==> config.mk <==
export PLATFORM = sky130hd
export DESIGN_NAME = status_aggregator
export DESIGN_NICKNAME = d
export VERILOG_FILES = /design/src/rtl/sagg_pkg.sv /design/src/rtl/sagg_rst_sync.sv /design/src/rtl/sagg_sub_summary.sv /design/src/rtl/sagg_latch_bank.sv /design/src/rtl/sagg_host_regs.sv /design/src/rtl/sagg_irq_gen.sv /design/src/rtl/status_aggregator.sv
export SDC_FILE = /design/constraint.sdc
export NUM_CORES = 1
export LEC_CHECK = 0
export BUFFER_PORTS_ARGS = -buffer_cell sky130_fd_sc_hd__buf_2
export CAP_MARGIN = 20
export CORE_MARGIN = 4
export CORE_UTILIZATION = 40
export DETAILED_ROUTE_END_ITERATION = 8
export GPL_TIMING_DRIVEN = 0
export PLACE_DENSITY = 0.76
export SLEW_MARGIN = 20
export SYNTH_ARGS = -nofsm -noshare
export SYNTH_HDL_FRONTEND = slang
export SYNTH_SLANG_ARGS = --single-unit
export TNS_END_PERCENT = 5
==> constraint.sdc <==
create_clock -name clk -period 1.1 [get_ports clk]
set_input_delay 0.11 -clock clk [delete_from_list [all_inputs] [get_ports clk]]
set_output_delay 0.11 -clock clk [all_outputs]
set_load 0.05 [all_outputs]
==> src/rtl/sagg_pkg.sv <==
package sagg_pkg;
  localparam int BYTE_W  = 8;
  localparam int NUM_SUB = 4;

  localparam int POS_SPARE = 0;
  localparam int POS_CSAT  = 1;
  localparam int POS_SUB0  = 2;
  localparam int POS_TXCL  = 6;
  localparam int POS_RXCL  = 7;

  typedef enum logic [1:0] {
    OFS_LIVE   = 2'd0,
    OFS_LATCH  = 2'd1,
    OFS_ENABLE = 2'd2,
    OFS_SPARE  = 2'd3
  } host_ofs_e;

  typedef logic [BYTE_W-1:0] mbyte_t;
endpackage

==> src/rtl/sagg_rst_sync.sv <==
module sagg_rst_sync #(
  parameter int STAGES = 2
) (
  input  logic clk,
  input  logic rst_n,
  output logic rst_n_sync
);
  logic [STAGES-1:0] chain_q;
  logic [STAGES-1:0] chain_d;

  always_comb begin
    chain_d = {chain_q[STAGES-2:0], 1'b1};
  end

  always_ff @(posedge clk or negedge rst_n) begin
    if (!rst_n) chain_q <= '0;
    else        chain_q <= chain_d;
  end

  assign rst_n_sync = chain_q[STAGES-1];
endmodule

==> src/rtl/sagg_sub_summary.sv <==
module sagg_sub_summary #(
  parameter int SUB_W   = 8,
  parameter int NUM_SUB = 4
) (
  input  logic [NUM_SUB-1:0][SUB_W-1:0] stat,
  input  logic [NUM_SUB-1:0][SUB_W-1:0] en,
  output logic [NUM_SUB-1:0]            hit
);
  for (genvar s = 0; s < NUM_SUB; s++) begin : g_sub
    logic [SUB_W-1:0] masked;
    always_comb begin
      masked = stat[s] & en[s];
      hit[s] = |masked;
    end
  end
endmodule

==> src/rtl/sagg_latch_bank.sv <==
module sagg_latch_bank
  import sagg_pkg::*;
(
  input  logic   clk,
  input  logic   rst_n,
  input  mbyte_t live,
  input  logic   clr_en,
  input  mbyte_t clr_mask,
  output mbyte_t lat
);
  mbyte_t live_q, lat_q;
  mbyte_t rise, lat_d;
  mbyte_t clr_vec;

  always_comb begin
    rise    = live & ~live_q;
    clr_vec = clr_en ? clr_mask : '0;
    // a rising live bit wins over a clearing write in the same cycle
    lat_d   = (lat_q & ~clr_vec) | rise;
    lat_d[POS_SPARE] = 1'b0;
  end

  always_ff @(posedge clk or negedge rst_n) begin
    if (!rst_n) begin
      live_q <= '0;
      lat_q  <= '0;
    end else begin
      live_q <= live;
      lat_q  <= lat_d;
    end
  end

  assign lat = lat_q;

  assert_rise_sets_R5: assert property (@(posedge clk) disable iff (!rst_n)
    (|(live & ~live_q)) |=> ((lat_q & $past(live & ~live_q)) == $past(live & ~live_q)));

  assert_w1c_clears_R6: assert property (@(posedge clk) disable iff (!rst_n)
    (clr_en && ((live & ~live_q) == '0)) |=> ((lat_q & $past(clr_mask)) == '0));

  assert_spare_quiet_R3: assert property (@(posedge clk) disable iff (!rst_n)
    !lat_q[POS_SPARE]);
endmodule

==> src/rtl/sagg_host_regs.sv <==
module sagg_host_regs
  import sagg_pkg::*;
(
  input  logic       clk,
  input  logic       rst_n,
  input  logic [1:0] host_addr,
  input  logic       host_wr,
  input  logic       host_rd,
  input  mbyte_t     host_wdata,
  input  mbyte_t     live,
  input  mbyte_t     lat,
  output mbyte_t     ien,
  output logic       clr_en,
  output mbyte_t     clr_mask,
  output mbyte_t     host_rdata
);
  host_ofs_e ofs;
  mbyte_t    ien_q, ien_d;
  logic      ien_we;
  mbyte_t    rdata_q, rdata_d;
  logic      rdata_we;

  always_comb begin
    ofs      = host_ofs_e'(host_addr);
    ien_we   = host_wr && (ofs == OFS_ENABLE);
    ien_d    = host_wdata;
    ien_d[POS_SPARE] = 1'b0;
    clr_en   = host_wr && (ofs == OFS_LATCH);
    clr_mask = host_wdata;
    rdata_we = host_rd;
    unique case (ofs)
      OFS_LIVE:   rdata_d = live;
      OFS_LATCH:  rdata_d = lat;
      OFS_ENABLE: rdata_d = ien_q;
      default:    rdata_d = '0;
    endcase
  end

  always_ff @(posedge clk or negedge rst_n) begin
    if (!rst_n) begin
      ien_q   <= '0;
      rdata_q <= '0;
    end else begin
      if (ien_we)   ien_q   <= ien_d;
      if (rdata_we) rdata_q <= rdata_d;
    end
  end

  assign ien        = ien_q;
  assign host_rdata = rdata_q;

  assert_rdata_hold_R4: assert property (@(posedge clk) disable iff (!rst_n)
    !host_rd |=> $stable(rdata_q));

  assert_enable_spare_R9: assert property (@(posedge clk) disable iff (!rst_n)
    ien_we |=> !ien_q[POS_SPARE]);
endmodule

==> src/rtl/sagg_irq_gen.sv <==
module sagg_irq_gen
  import sagg_pkg::*;
(
  input  logic   clk,
  input  logic   rst_n,
  input  mbyte_t lat,
  input  mbyte_t ien,
  output logic   irq
);
  mbyte_t pend;
  logic   irq_d, irq_q;

  always_comb begin
    pend  = lat & ien;
    irq_d = |pend;
  end

  always_ff @(posedge clk or negedge rst_n) begin
    if (!rst_n) irq_q <= 1'b0;
    else        irq_q <= irq_d;
  end

  assign irq = irq_q;

  assert_irq_masked_R7: assert property (@(posedge clk) disable iff (!rst_n)
    (ien == '0) |=> !irq_q);

  assert_irq_raised_R7: assert property (@(posedge clk) disable iff (!rst_n)
    ((lat & ien) != '0) |=> irq_q);
endmodule

==> src/rtl/status_aggregator.sv <==
module status_aggregator
  import sagg_pkg::*;
#(
  parameter int SUB_W = 8
) (
  input  logic             clk,
  input  logic             rst_n,
  input  logic [SUB_W-1:0] tst_stat,
  input  logic [SUB_W-1:0] tst_en,
  input  logic [SUB_W-1:0] hdlc_stat,
  input  logic [SUB_W-1:0] hdlc_en,
  input  logic [SUB_W-1:0] alm_stat,
  input  logic [SUB_W-1:0] alm_en,
  input  logic [SUB_W-1:0] frm_stat,
  input  logic [SUB_W-1:0] frm_en,
  input  logic             cnt_sat,
  input  logic             tx_clk_lost,
  input  logic             rx_clk_lost,
  input  logic [1:0]       host_addr,
  input  logic             host_wr,
  input  logic             host_rd,
  input  logic [7:0]       host_wdata,
  output logic [7:0]       host_rdata,
  output logic             irq
);
  logic rst_n_s;
  logic [NUM_SUB-1:0][SUB_W-1:0] stat_arr, en_arr;
  logic [NUM_SUB-1:0]            sub_hit;
  mbyte_t live, lat, ien, clr_mask;
  logic   clr_en;

  sagg_rst_sync #(.STAGES(2)) u_rst (
    .clk(clk), .rst_n(rst_n), .rst_n_sync(rst_n_s)
  );

  // subsystem order sets the master bit order from POS_SUB0 upwards
  assign stat_arr = {frm_stat, alm_stat, hdlc_stat, tst_stat};
  assign en_arr   = {frm_en,   alm_en,   hdlc_en,   tst_en};

  sagg_sub_summary #(.SUB_W(SUB_W), .NUM_SUB(NUM_SUB)) u_sum (
    .stat(stat_arr), .en(en_arr), .hit(sub_hit)
  );

  always_comb begin
    live = '0;
    live[POS_CSAT] = cnt_sat;
    live[POS_SUB0 +: NUM_SUB] = sub_hit;
    live[POS_TXCL] = tx_clk_lost;
    live[POS_RXCL] = rx_clk_lost;
  end

  sagg_latch_bank u_lat (
    .clk(clk), .rst_n(rst_n_s), .live(live),
    .clr_en(clr_en), .clr_mask(clr_mask), .lat(lat)
  );

  sagg_host_regs u_regs (
    .clk(clk), .rst_n(rst_n_s), .host_addr(host_addr),
    .host_wr(host_wr), .host_rd(host_rd), .host_wdata(host_wdata),
    .live(live), .lat(lat), .ien(ien), .clr_en(clr_en),
    .clr_mask(clr_mask), .host_rdata(host_rdata)
  );

  sagg_irq_gen u_irq (
    .clk(clk), .rst_n(rst_n_s), .lat(lat), .ien(ien), .irq(irq)
  );

  assert_sub_clear_R2: assert property (@(posedge clk) disable iff (!rst_n_s)
    (tst_en == '0) |-> !host_rdata[POS_SUB0] || !$past(host_rd) ||
                      ($past(host_addr) != 2'd0) || !$past(tst_en == '0));
endmodule

# [Word level (Yosys, flattened, before mapping)]
# Index checks and enable logic that the tools add are counted.
[totals] reg_bits=32 latch_bits=0 ram_bits=0 mem_bits_ro=0 input_bits=81 wordCells=28 mem_count=0
[classes] n_addsub=0 n_mul=0 n_div=0 magnitude_cmp=0 eq_ne=2 n_shift=0 n_mux=2 n_bitwise=10 n_reduce_logical=8
[ops] op="$and A8 B8 Y8" n=7
[ops] op="$reduce_or A8 Y1" n=5
[ops] op="$pmux W8 S3" n=1
[ops] op="$not A8 Y8" n=2
[ops] op="$mux W8" n=1
[ops] op="$or A8 B8 Y8" n=1
[ops] op="$eq A2 B1 Y1 const B" n=1
[ops] op="$eq A2 B2 Y1 const B" n=1
[ops] op="$logic_and A1 B1 Y1" n=2
[ops] op="$logic_not A2 Y1" n=1

# [Depth between registers and ports, before layout]
[depth] ltp_word=6 depth_mapped=6 mapped_depth_nobuf=4

# [Hierarchy]
# From an unflattened synthesis, not the netlist that was laid out.
[hier_totals] hier_cells=139 area_unflattened_um2=1581.5
[by_module_without_submodules] module="sagg_host_regs" instances=1 cells_per_inst=72 area_each_um2=842.1 seq_area_each_um2=375.4
[by_module_without_submodules] module="sagg_latch_bank" instances=1 cells_per_inst=37 area_each_um2=475.5 seq_area_each_um2=350.3
[by_module_without_submodules] module="sagg_sub_summary" instances=1 cells_per_inst=20 area_each_um2=145.1 seq_area_each_um2=0.0
[by_module_without_submodules] module="sagg_irq_gen" instances=1 cells_per_inst=6 area_each_um2=61.3 seq_area_each_um2=25.0
[by_module_without_submodules] module="sagg_rst_sync" instances=1 cells_per_inst=3 area_each_um2=53.8 seq_area_each_um2=50.0
[by_module_without_submodules] module="status_aggregator" instances=1 cells_per_inst=1 area_each_um2=3.8 seq_area_each_um2=0.0

# [Least setup slack after synthesis]
# OpenSTA, ideal clock, no wires.
[synth_path] kind="reg2reg" start="register u_regs.host_rdata[5] (netlist name)" end="register u_regs.rdata_q[5] (netlist: u_regs.host_rdata[5])" arrival_time_ps=916 required_ps=981 path_slack_ps=65 stages_incl_launch_ff=4 n_path_buf=0 period_less_slack_ps=1035 path_cell_list="dfrtp_1 -> nor2_1 -> a21oi_1 -> a21o_2"
[synth_rtl] element="end signal, assigned" line="sagg_host_regs.sv:45" text="if (rdata_we) rdata_q <= rdata_d;"
[synth_rtl] element="end, declared" line="sagg_host_regs.sv:20" text="mbyte_t rdata_q, rdata_d;"

# [Final worst setup path]
[layout_path] start="register u_regs.rdata_q[1] (netlist: u_regs.host_rdata[1])" end="output host_rdata[1]"
[layout_rtl] element="end, declared" line="status_aggregator.sv:23" text="output logic [7:0] host_rdata,"
# No word-level cell between the ends.

==> out/qor.tcl <==
set qor(synth_largest_area_cell) {sky130_fd_sc_hd__dfrtp_1}
set qor(worst_slew_pin_tran_ns) 0.685
set qor(route.antenna.remaining_nets) 0
set qor(grt_start_max_net_pins) 18
set qor(synth_seq_area_share_pct) 53.4
set qor(floorplan.die_area_mm2) 0.00466
set qor(finalWeightedCongestion) 0.732
set qor(final_min_period_over_clock_period_pct) 96.9
set qor(area_delta_synth_final_pct) 44.7
set qor(chipHeight_um) 68.2
set qor(synth.lib_cells_used.distinct) 25
set qor(fmax_ghz) 0.939
set qor(core_rows) 21
set qor(final.fill_count) 315
set qor(regToRegStartpoint) {u_regs.ien[7]$_DFFE_PN0P_}
set qor(num_vias) 1382
set qor(totalPowerFinal_mw) 3.07
set qor(finish.cell_count_without_fillers) 276
set qor(timing.critical_path.fanout_max) 2
set qor(synth_top_cell_area_share_pct) 53.4
set qor(chip_width_um) 68.2
set qor(final_area_mm2) 0.00210
set qor(setup_crit_path_kind) {reg2out}
set qor(ir_worst_vdd_mv) 0.779
set qor(setup_viol) 0
set qor(run_status) {complete, no violations}
set qor(first_pass_iters) 4
set qor(cap_violations) 0
set qor(critical_path_cell_count) 1
set qor(route.detailed.vias_per_inst) 5.01
set qor(multiInputGateArea_um2) 618
set qor(tritoncts_num_sinks) 31
set qor(clk_transition_reported_paths_ns) 0.10
set qor(highest_delay_cell_along_the_critical_path) {sky130_fd_sc_hd__dfrtp_1}
set qor(critical_path.top_delay_family) {flip-flops}
set qor(ff2ff_path_depth) 2
set qor(grtUsageTotal_pct) 17.7
set qor(netlist_area_mm2) 0.00145
set qor(ctsLongestPathBuffers) 2
set qor(required_ns) 0.99
set qor(finalWorstPathRequiredPeriod_ns) 1.07
set qor(power_leakage_nw) 1.11
set qor(first_global_vias) 1368
set qor(drive_gt1_share_pct) 48.3
set qor(unrepaired_setup_endpoints_after_global_routing) {no}
set qor(syn_area_per_cell_um2) 11.1
set qor(startpoint) {u_regs.host_rdata[1]$_DFFE_PN0P_}
set qor(port_buffers) 85
set qor(synth_nets) 212
set qor(synth_warnings) 0
set qor(ioPinCount) 90
set qor(place.detailed.hpwl_um) 3140
set qor(worst_path_largest_cell_delay_ns) 0.35
set qor(skew_ns) 0.0110
set qor(tritoncts_clock_tree) {built}
set qor(worstHoldPathType) {in2reg}
set qor(worst_r2r_endpoint) {u_irq.irq$_DFF_PN0_}
set qor(route.final.wire_length_um) 3870
set qor(final_max_slew_viol_count) 0
set qor(pwr_density_cell_mw_per_mm2) 1460
set qor(placed_cell_area_mm2) 0.00195
set qor(synthesis.instances) 131
set qor(tritoncts.num_buffers) 5
set qor(synth.top_cells.by_area) {sky130_fd_sc_hd__dfrtp_1, sky130_fd_sc_hd__a22oi_1, sky130_fd_sc_hd__mux2_4}
set qor(report.final.hold_viol_count) 0
set qor(critical_path.n_buffers_inverters) 1
set qor(timing.critical_path.from_type) {flop}
set qor(register_area_um2) 776
set qor(setup.reg_to_reg.worst_slack_ns) 0.10
set qor(floorplan.initialDensity_pct) 42.5
set qor(layout.nets) 310
set qor(slew_headroom_pct) 54.3
set qor(grt_first_pass_wirelength_um) 5900
set qor(clk_latency_ns) 0.34
set qor(detail_route.iter0.violations) 68
set qor(crit_end) {host_rdata[1]}
set qor(antenna_violations_before_repair) 0
set qor(crit_path_capture_type) {output port}
set qor(avgRoutedWirePerCell_um) 14.0
set qor(critical_path_at_ns) 0.96
set qor(crit_chain) {buf_2}
set qor(grt_overflow) 0
set qor(antenna_cells) 0
set qor(core-area_mm2) 0.00342
set qor(htree_levels) 2
set qor(dpl.cell_count) 263
set qor(yosys_register_bits) 31
set qor(route.detailed.drc) 0
set qor(cts.root.buffer_cell) {sky130_fd_sc_hd__clkbuf_4}
==> flip-flops by register name, indices dropped and copies added, names as in the netlist <==
register / flops
u_irq.irq: 1
u_lat.lat: 7
u_lat.live_q: 7
u_regs.host_rdata: 7
u_regs.ien: 7
u_rst.chain_q: 2
==> report_power, final <==
part	switching [mW]	internal, mW
logic	0.379	0.360
registers	0.117	1.29
clock network	0.389	0.537
==> stage by stage <==
| step | util (%) | setup WS, ns | TNS (ns) | hold slack (ns) |
|---|---|---|---|---|
| floorplan | - | 0.0651 | 0 | -0.186 |
| global placement | 56.6 | -0.119 | -3.43 | -0.103 |
| detailed placement | 57.1 | -0.0121 | -0.0562 | -0.104 |
| CTS | 60.8 | 0.0196 | 0 | 0.00966 |
| global route | 61.5 | 0.00266 | 0 | 0.000685 |
| finish | 61.5 | 0.0345 | 0 | 0.0107 |
==> how the worst min path moves through the flow <==
stage / start / slack (ns) / depth (start not counted) / to
6_report: host_wdata[3] / 0.01 / 2 / u_regs.ien[3]$_DFFE_PN0P_
4_1_cts: host_wdata[3] / 0.01 / 2 / u_regs.ien[3]$_DFFE_PN0P_
3_5_place_dp: rst_n / -0.10 / 1 / u_rst.chain_q[1]$_DFF_PN0_
3_3_place_gp: rst_n / -0.10 / 1 / u_rst.chain_q[0]$_DFF_PN0_
5_1_grt: host_wdata[1] / 0.0007 / 2 / u_regs.ien[1]$_DFFE_PN0P_
2_1_floorplan: rst_n / -0.19 / 0 / u_rst.chain_q[0]$_DFF_PN0_
==> final cells by class <==
class                   instances  area share [%]
well taps                      46            2.74
flip-flops and latches         31            36.9
inverters                       7            1.25
multi-input cells              88            29.4
repair buffers                 91            24.1
clock buffers                   6            2.44
plain buffers                   5            1.49
clock inverters                 2            1.67
==> what timing repair did <==
item	in CTS	in global routing
setup buffers	0	0
endpoints found under the setup margin	0	7
hold buffers	4	1
resized for setup	0	6
endpoints found under the hold margin	5	1
==> cells in the final DEF (no fill, tap or decap) <==
| cell | instances |
|---|---|
| sky130_fd_sc_hd__clkbuf_1 | 1 |
| sky130_fd_sc_hd__buf_2 | 80 |
| sky130_fd_sc_hd__a21oi_1 | 10 |
| sky130_fd_sc_hd__clkbuf_4 | 11 |
| sky130_fd_sc_hd__inv_1 | 7 |
| sky130_fd_sc_hd__nand3_2 | 1 |
| sky130_fd_sc_hd__dlygate4sd3_1 | 5 |
| sky130_fd_sc_hd__nand2_4 | 1 |
| sky130_fd_sc_hd__a21o_2 | 1 |
| sky130_fd_sc_hd__conb_1 | 2 |
| sky130_fd_sc_hd__a22oi_1 | 20 |
| sky130_fd_sc_hd__dfrtp_1 | 31 |
| sky130_fd_sc_hd__o21ai_1 | 6 |
| sky130_fd_sc_hd__nor3b_1 | 1 |
| sky130_fd_sc_hd__nor2b_4 | 1 |
| sky130_fd_sc_hd__a21o_1 | 3 |
| sky130_fd_sc_hd__a22o_1 | 2 |
| sky130_fd_sc_hd__bufinv_16 | 1 |
| sky130_fd_sc_hd__clkbuf_8 | 1 |
| sky130_fd_sc_hd__nand2_1 | 6 |
| sky130_fd_sc_hd__nand3_1 | 8 |
| sky130_fd_sc_hd__nor2_1 | 10 |
| sky130_fd_sc_hd__buf_4 | 3 |
| sky130_fd_sc_hd__a222oi_1 | 1 |
| sky130_fd_sc_hd__and2b_4 | 1 |
| sky130_fd_sc_hd__nand4_1 | 3 |
| sky130_fd_sc_hd__mux2_4 | 7 |
| sky130_fd_sc_hd__a221oi_2 | 1 |
| sky130_fd_sc_hd__buf_8 | 1 |
| sky130_fd_sc_hd__clkinv_2 | 1 |
| sky130_fd_sc_hd__mux2i_1 | 3 |
==> cells in the mapped netlist <==
| cell type | number |
|---|---|
| sky130_fd_sc_hd__a21o_1 | 3 |
| sky130_fd_sc_hd__a21o_2 | 1 |
| sky130_fd_sc_hd__a21oi_1 | 10 |
| sky130_fd_sc_hd__a221oi_2 | 1 |
| sky130_fd_sc_hd__a222oi_1 | 1 |
| sky130_fd_sc_hd__a22o_1 | 2 |
| sky130_fd_sc_hd__a22oi_1 | 20 |
| sky130_fd_sc_hd__and2b_4 | 1 |
| sky130_fd_sc_hd__buf_2 | 1 |
| sky130_fd_sc_hd__buf_4 | 3 |
| sky130_fd_sc_hd__clkbuf_1 | 1 |
| sky130_fd_sc_hd__conb_1 | 2 |
| sky130_fd_sc_hd__dfrtp_1 | 31 |
| sky130_fd_sc_hd__inv_1 | 7 |
| sky130_fd_sc_hd__mux2_4 | 7 |
| sky130_fd_sc_hd__mux2i_1 | 3 |
| sky130_fd_sc_hd__nand2_1 | 6 |
| sky130_fd_sc_hd__nand2_4 | 1 |
| sky130_fd_sc_hd__nand3_1 | 8 |
| sky130_fd_sc_hd__nand3_2 | 1 |
| sky130_fd_sc_hd__nand4_1 | 3 |
| sky130_fd_sc_hd__nor2_1 | 10 |
| sky130_fd_sc_hd__nor2b_4 | 1 |
| sky130_fd_sc_hd__nor3b_1 | 1 |
| sky130_fd_sc_hd__o21ai_1 | 6 |
==> metal layers <==
metal,up-vias,GRT usage (%),wire [µm]
li1,672,-,-
met1,637,20.5,1570
met2,66,28.4,1820
met3,7,7.22,400
met4,0,8.19,84
met5,-,0,0
==> cells by family (layout without fill, tap and decap cells) <==
group	Yosys count	after routing	share of synthesized area, %
buffers and inverters	12	111	3.97
AND/OR/NAND/NOR	32	32	11.8
flip-flops	31	31	53.4
AO/OA/AOI/OAI	44	44	20.9
multiplexers	10	10	9.31
other	2	2	0.517
No activity file was read; power rests on OpenSTA's default activity.
